### config.mk
export PLATFORM = sky130hd
export DESIGN_NAME = tmr_irq_vec
export DESIGN_NICKNAME = d
export VERILOG_FILES = /design/src/rtl/tmr_irq_pkg.sv /design/src/rtl/tmr_irq_dp.sv /design/src/rtl/tmr_irq_ctrl.sv /design/src/rtl/tmr_irq_vec.sv
export SDC_FILE = /design/constraint.sdc
export NUM_CORES = 1
export LEC_CHECK = 0
export BUFFER_PORTS_ARGS = -buffer_cell sky130_fd_sc_hd__buf_2
export CAP_MARGIN = 15
export CORE_AREA = 2 2 76 78
export DETAILED_ROUTE_END_ITERATION = 6
export DIE_AREA = 0 0 78 80
export GPL_TIMING_DRIVEN = 0
export PLACE_DENSITY = 0.75
export SETUP_SLACK_MARGIN = 0.3
export SYNTH_ARGS = -nofsm -noshare
export SYNTH_HDL_FRONTEND = slang
export SYNTH_HIERARCHICAL = 1
export SYNTH_SLANG_ARGS = --single-unit
### constraint.sdc
create_clock -name clk -period 2.4 [get_ports clk]
set_input_delay 0.36 -clock clk [delete_from_list [all_inputs] [get_ports clk]]
set_output_delay 0.36 -clock clk [all_outputs]
set_load 0.01 [all_outputs]
### src/rtl/tmr_irq_pkg.sv
`timescale 1ns/1ps
package tmr_irq_pkg;
  typedef enum logic [1:0] {ST_IDLE, ST_ARB, ST_WIN, ST_LOSE} arbState_t;

  typedef struct packed {
    logic latchVec;
    logic showVec;
  } ctrlStrobe_t;

  localparam logic [1:0] ADDR_MASK = 2'd0;
  localparam logic [1:0] ADDR_FLAG = 2'd1;
  localparam logic [1:0] ADDR_CTRL = 2'd2;
endpackage

### src/rtl/tmr_irq_dp.sv
`timescale 1ns/1ps
module tmr_irq_dp
  import tmr_irq_pkg::*;
#(
  parameter int NUM_SRC = 11,
  parameter int LVL_W   = 3,
  parameter int BASE_W  = 4,
  parameter int ARB_W   = 4
) (
  input  logic                      clk,
  input  logic                      rstN,
  input  logic                      wrEn,
  input  logic [1:0]                wrAddr,
  input  logic [1:0]                wrByteEn,
  input  logic [15:0]               wrData,
  input  logic [1:0]                rdAddr,
  output logic [15:0]               rdData,
  input  logic [NUM_SRC-1:0]        srcEvent,
  input  ctrlStrobe_t               strobe,
  output logic [LVL_W-1:0]          level,
  output logic [ARB_W-1:0]          arbId,
  output logic                      anyPend,
  output logic [BASE_W+$clog2(NUM_SRC)-1:0] vecOut
);
  localparam int REG_W    = 16;
  localparam int NBYTE    = REG_W / 8;
  localparam int SRC_W    = $clog2(NUM_SRC);
  localparam int VEC_W    = BASE_W + SRC_W;
  localparam int LVL_LSB  = 0;
  localparam int BASE_LSB = 4;
  localparam int ARB_LSB  = 8;

  logic [REG_W-1:0]   byteMask;
  logic [NUM_SRC-1:0] maskReg;
  logic [NUM_SRC-1:0] flagReg;
  logic [BASE_W-1:0]  baseReg;
  logic [NUM_SRC-1:0] pend;
  logic [SRC_W-1:0]   srcNum;
  logic [VEC_W-1:0]   vecHold;
  logic [REG_W-1:0]   ctrlWord;
  logic [NUM_SRC-1:0] clrBits;
  logic [NUM_SRC-1:0] maskNext;

  for (genvar b = 0; b < NBYTE; b++) begin : g_byteMask
    assign byteMask[b*8 +: 8] = {8{wrByteEn[b]}};
  end

  assign clrBits  = (wrEn && wrAddr == ADDR_FLAG) ? (wrData[NUM_SRC-1:0] & byteMask[NUM_SRC-1:0]) : '0;
  assign maskNext = (maskReg & ~byteMask[NUM_SRC-1:0]) | (wrData[NUM_SRC-1:0] & byteMask[NUM_SRC-1:0]);

  always_ff @(posedge clk) begin
    if (!rstN) begin
      maskReg <= '0;
      flagReg <= '0;
      level   <= '0;
      baseReg <= '0;
      arbId   <= '0;
    end else begin
      flagReg <= (flagReg & ~clrBits) | srcEvent;
      if (wrEn && wrAddr == ADDR_MASK) maskReg <= maskNext;
      if (wrEn && wrAddr == ADDR_CTRL) begin
        if (wrByteEn[0]) begin
          level   <= wrData[LVL_LSB +: LVL_W];
          baseReg <= wrData[BASE_LSB +: BASE_W];
        end
        if (wrByteEn[1]) arbId <= wrData[ARB_LSB +: ARB_W];
      end
    end
  end

  assign pend    = flagReg & maskReg;
  assign anyPend = |pend;

  always_comb begin
    srcNum = '0;
    for (int i = NUM_SRC - 1; i >= 0; i--) begin
      if (pend[i]) srcNum = SRC_W'(i);
    end
  end

  always_ff @(posedge clk) begin
    if (!rstN) vecHold <= '0;
    else if (strobe.latchVec) vecHold <= {baseReg, srcNum};
  end

  assign vecOut = strobe.showVec ? vecHold : '0;

  always_comb begin
    ctrlWord = '0;
    ctrlWord[LVL_LSB +: LVL_W]   = level;
    ctrlWord[BASE_LSB +: BASE_W] = baseReg;
    ctrlWord[ARB_LSB +: ARB_W]   = arbId;
  end

  always_comb begin
    unique case (rdAddr)
      ADDR_MASK: rdData = REG_W'(maskReg);
      ADDR_FLAG: rdData = REG_W'(flagReg);
      ADDR_CTRL: rdData = ctrlWord;
      default:   rdData = '0;
    endcase
  end

  assert_flag_set_R3: assert property (@(posedge clk) disable iff (!rstN)
    $past(rstN) |-> (($past(srcEvent) & ~flagReg) == '0));

  assert_vec_frozen_R9: assert property (@(posedge clk) disable iff (!rstN)
    (strobe.showVec && $past(strobe.showVec)) |-> $stable(vecOut));
endmodule

### src/rtl/tmr_irq_ctrl.sv
`timescale 1ns/1ps
module tmr_irq_ctrl
  import tmr_irq_pkg::*;
#(
  parameter int LVL_W = 3,
  parameter int ARB_W = 4
) (
  input  logic             clk,
  input  logic             rstN,
  input  logic             ackActive,
  input  logic [LVL_W-1:0] ackLevel,
  input  logic             arbBusIn,
  input  logic [LVL_W-1:0] level,
  input  logic [ARB_W-1:0] arbId,
  input  logic             anyPend,
  output ctrlStrobe_t      strobe,
  output logic             arbDrive,
  output logic             vecValid
);
  localparam int IDX_W = (ARB_W > 1) ? $clog2(ARB_W) : 1;

  arbState_t        state;
  logic [IDX_W-1:0] bitIdx;
  logic             joinOk;

  assign joinOk = ackActive && anyPend && (ackLevel == level) &&
                  (level != '0) && (arbId != '0);

  always_ff @(posedge clk) begin
    if (!rstN) begin
      state  <= ST_IDLE;
      bitIdx <= '0;
    end else begin
      unique case (state)
        ST_IDLE: if (joinOk) begin
          state  <= ST_ARB;
          bitIdx <= IDX_W'(ARB_W - 1);
        end
        ST_ARB: begin
          if (!ackActive)                       state <= ST_IDLE;
          else if (!arbId[bitIdx] && arbBusIn) state <= ST_LOSE;
          else if (bitIdx == '0)               state <= ST_WIN;
          else                                 bitIdx <= bitIdx - 1'b1;
        end
        ST_WIN, ST_LOSE: if (!ackActive) state <= ST_IDLE;
        default: state <= ST_IDLE;
      endcase
    end
  end

  assign strobe.latchVec = (state == ST_IDLE) && joinOk;
  assign strobe.showVec  = (state == ST_WIN);
  assign arbDrive        = (state == ST_ARB) && arbId[bitIdx];
  assign vecValid        = strobe.showVec;

  assert_join_level_R5: assert property (@(posedge clk) disable iff (!rstN)
    (state == ST_IDLE && ackLevel != level) |=> (state != ST_ARB));

  assert_dropout_R6: assert property (@(posedge clk) disable iff (!rstN)
    (state == ST_ARB && !arbDrive && arbBusIn && ackActive) |=> (!arbDrive && !vecValid));

  assert_vec_release_R7: assert property (@(posedge clk) disable iff (!rstN)
    (vecValid && !ackActive) |=> !vecValid);
endmodule

### src/rtl/tmr_irq_vec.sv
`timescale 1ns/1ps
module tmr_irq_vec
  import tmr_irq_pkg::*;
#(
  parameter int NUM_SRC = 11,
  parameter int LVL_W   = 3,
  parameter int BASE_W  = 4,
  parameter int ARB_W   = 4
) (
  input  logic                clk,
  input  logic                rstN,
  input  logic                wrEn,
  input  logic [1:0]          wrAddr,
  input  logic [1:0]          wrByteEn,
  input  logic [15:0]         wrData,
  input  logic [1:0]          rdAddr,
  output logic [15:0]         rdData,
  input  logic [NUM_SRC-1:0]  srcEvent,
  output logic [LVL_W-1:0]    irqLevel,
  input  logic                ackActive,
  input  logic [LVL_W-1:0]    ackLevel,
  input  logic                arbBusIn,
  output logic                arbDrive,
  output logic                vecValid,
  output logic [BASE_W+$clog2(NUM_SRC)-1:0] vecOut
);
  ctrlStrobe_t      strobe;
  logic [LVL_W-1:0] level;
  logic [ARB_W-1:0] arbId;
  logic             anyPend;

  tmr_irq_dp #(.NUM_SRC(NUM_SRC), .LVL_W(LVL_W), .BASE_W(BASE_W), .ARB_W(ARB_W)) u_dp (
    .clk(clk), .rstN(rstN), .wrEn(wrEn), .wrAddr(wrAddr), .wrByteEn(wrByteEn),
    .wrData(wrData), .rdAddr(rdAddr), .rdData(rdData), .srcEvent(srcEvent),
    .strobe(strobe), .level(level), .arbId(arbId), .anyPend(anyPend), .vecOut(vecOut)
  );

  tmr_irq_ctrl #(.LVL_W(LVL_W), .ARB_W(ARB_W)) u_ctrl (
    .clk(clk), .rstN(rstN), .ackActive(ackActive), .ackLevel(ackLevel),
    .arbBusIn(arbBusIn), .level(level), .arbId(arbId), .anyPend(anyPend),
    .strobe(strobe), .arbDrive(arbDrive), .vecValid(vecValid)
  );

  assign irqLevel = anyPend ? level : '0;
endmodule

==> run summary <==
status -> complete, no violations
Critical Path Source Type -> flop
die area -> 6240 um^2
Total Wirelength -> 5.99 mm
synth warn -> 6
vias in the first global route -> 2012
top cell type's share of synthesized area -> 38.6%
worst skew pair latency -> 0.30 ns
Hold Path Origin -> srcEvent[5]
register area share after synthesis -> 38.6%
Synth area leader -> dfxtp_1
iteration-0 DRC count of the detailed router -> 155
Period minus WS final -> 1.97 ns
Port Buffers -> 61
layout overhead on the synthesized area -> 26.8%
GRT Overall Usage -> 19.8%
DRC Markers -> 0
top post-synthesis cells by count -> dfxtp_1, nand2_1, mux2i_1
Vias/cell -> 5.17
GR Util met1 -> 26.3%
CP delay by family, top -> compound AO/OA/AOI/OAI gates
register bit total from synthesis -> 45
fin crit share -> 81.9%
initial antenna violation count -> 0
IO Count -> 70
die height -> 80 um
placed cell area -> 2740 um^2
H-Tree Depth -> 2
Worst path depth -> 9
setup TNS -> 0 ns
first-pass GRT wire length -> 9.64 mm
# setup viols final -> 0
grt met3 use -> 4.07%
count of cell types in the netlist -> 40
Worst Tran Pin Value -> 0.587 ns
Detail Route Antenna Nets -> 0
Die X -> 78 um
DRT Pass-1 Iters -> 4
post-DR wirelength/cell -> 14.3 um
RSZ-0062 raised after global routing -> false
# hold bufs at CTS -> 0
final worst clock skew -> 0.00969 ns
CP required -> 2.65 ns
Root Buffer -> clkbuf_8
hold depth -> 2
Sinks on Clock Net -> 45
Ant. Diodes -> 0
peak supply drop -> 257 uV
grt ovf -> 0
Placeable Area -> 5410 um^2
num rows -> 27
Worst-path clk slew -> 0.09 ns
Final WS setup -> 0.435 ns
met2 usage -> 32.4%
syn avg cell area -> 8.71 um^2
max cap viols -> 0
Pleak -> 1.29 nW
Mapped Cells -> 268
via count -> 2166
Reg2Reg Depth -> 9
Cell Chain, Critical Path -> a222oi_1, buf_4, nand2_1, nand4_1, a2111o_1, inv_2, buf_6, nor4b_4, o21a_1
fillers -> 514
max-slew violations -> 0
RR Startpoint -> u_dp/flagReg[9]
post-route cell area -> 2960 um^2
routability congestion estimate -> 0.839
Initial Util -> 43.2%
number of synthesized flops with an enable pin -> 0
pre-CTS setup slack -> 0.114 ns
Main synth FF type -> dfxtp_1
crit path DAT -> 2.21 ns
Most Used Layer, Global Route -> met2
Rel. slew slack -> 60.7%
asr flop ratio synth -> 0%
CP Launch Point -> u_dp/flagReg[9]
synthesized cell area -> 2330 um^2
Fin. Hold Viols -> 0
Fmax -> 509 MHz
layout cells sized above 1 -> 31.1%
Worst Setup Path Type -> flop to flop
cts bufs inserted -> 5
critical path endpoint category -> flop
min-delay worst type -> input port to flop
CP max stage cell -> a2111o_1
critical path fanouts, max -> 10
Max Root-Sink Buffers -> 2
buffers and inverters on the worst path -> 3
Power Dens Cells -> 530 nW/um^2
multi-input logic area -> 1360 um^2
max incr delay on CP -> 0.44 ns
CTS tree -> built
Reg area -> 921 um^2
Synth area leaders -> dfxtp_1, mux2i_1, nand2_1, a21boi_0, nor2b_1
DP HPWL -> 4.42 mm
pin count of the biggest net entering global routing -> 14
Final nets -> 388
-- routing by layer --
layer / wire length, um / vias up
met2: 2830 / 74
met5: 0 / -
met1: 2740 / 1006
met4: 106 / 0
li1: - / 1078
met3: 319 / 8
-- what timing repair did --
item                       4_1_cts  5_1_grt
gates cloned                     0        0
resized for setup                4       20
pin swaps                        2        4
setup endpoints to repair        8       10
setup buffers                    2        5
-- area by class of cell --
cell class / instances / area share [%]
multi-input combinational: 204 / 46.1
sequential: 45 / 31.1
timing repair buffer: 68 / 12.1
tap: 72 / 3.05
clock buffer: 7 / 2.92
buffer: 14 / 2.71
clock inverter: 1 / 1.02
inverter: 8 / 1.02
-- cell usage in the layout, fill, tap and decap left out, types with 12 or more instances in the layout --
cell type and count:
buf_4 12, dfxtp_2 16, o21a_1 12, dfxtp_1 29
and2_1 12, a21boi_0 19, nor2b_1 21, o21ai_0 16
buf_2 62, nand2_1 44, mux2i_1 29
-- cells by family (layout without fill, tap and decap cells) --
kind of cell	after synthesis	in the layout	synth area share, %
xor+xnor	2	2	0.751
simple gates	102	102	22.5
buf+inv	22	98	4.45
fa+ha+maj	1	1	0.536
mux	30	30	13.4
flops	45	45	38.6
other cells	1	4	0.161
compound gates	65	65	19.6
-- power by group --
part           switching [mW]  total, mW  internal (mW)
Sequential             0.0238      0.794          0.770
Clock                   0.259      0.598          0.340
Combinational          0.0914      0.176         0.0844
Total                   0.374       1.57           1.19
-- final timing paths --
kind | end | slack (ns)
setup / recovery | u_dp/vecHold[3] | 0.43
hold / removal | u_dp/flagReg[5] | 0.26
setup reg to reg | u_dp/vecHold[3] | 0.43
hold reg to reg | u_dp/vecHold[2] | 0.47
-- per-stage QoR --
stage / hold slack, ns / utilization, % / total power [mW] / cells
3_5_place_dp: 0.474 / 50.7 / 0.977 / 404
3_3_place_gp: 0.468 / 50.7 / 0.972 / 404
6_report: 0.259 / 54.7 / 1.57 / 419
4_1_cts: 0.255 / 53.3 / 1.57 / 414
5_1_grt: 0.256 / 54.7 / 1.62 / 419
2_1_floorplan: 0.449 / - / 0.897 / 271
No activity file was read; power rests on OpenSTA's default activity.
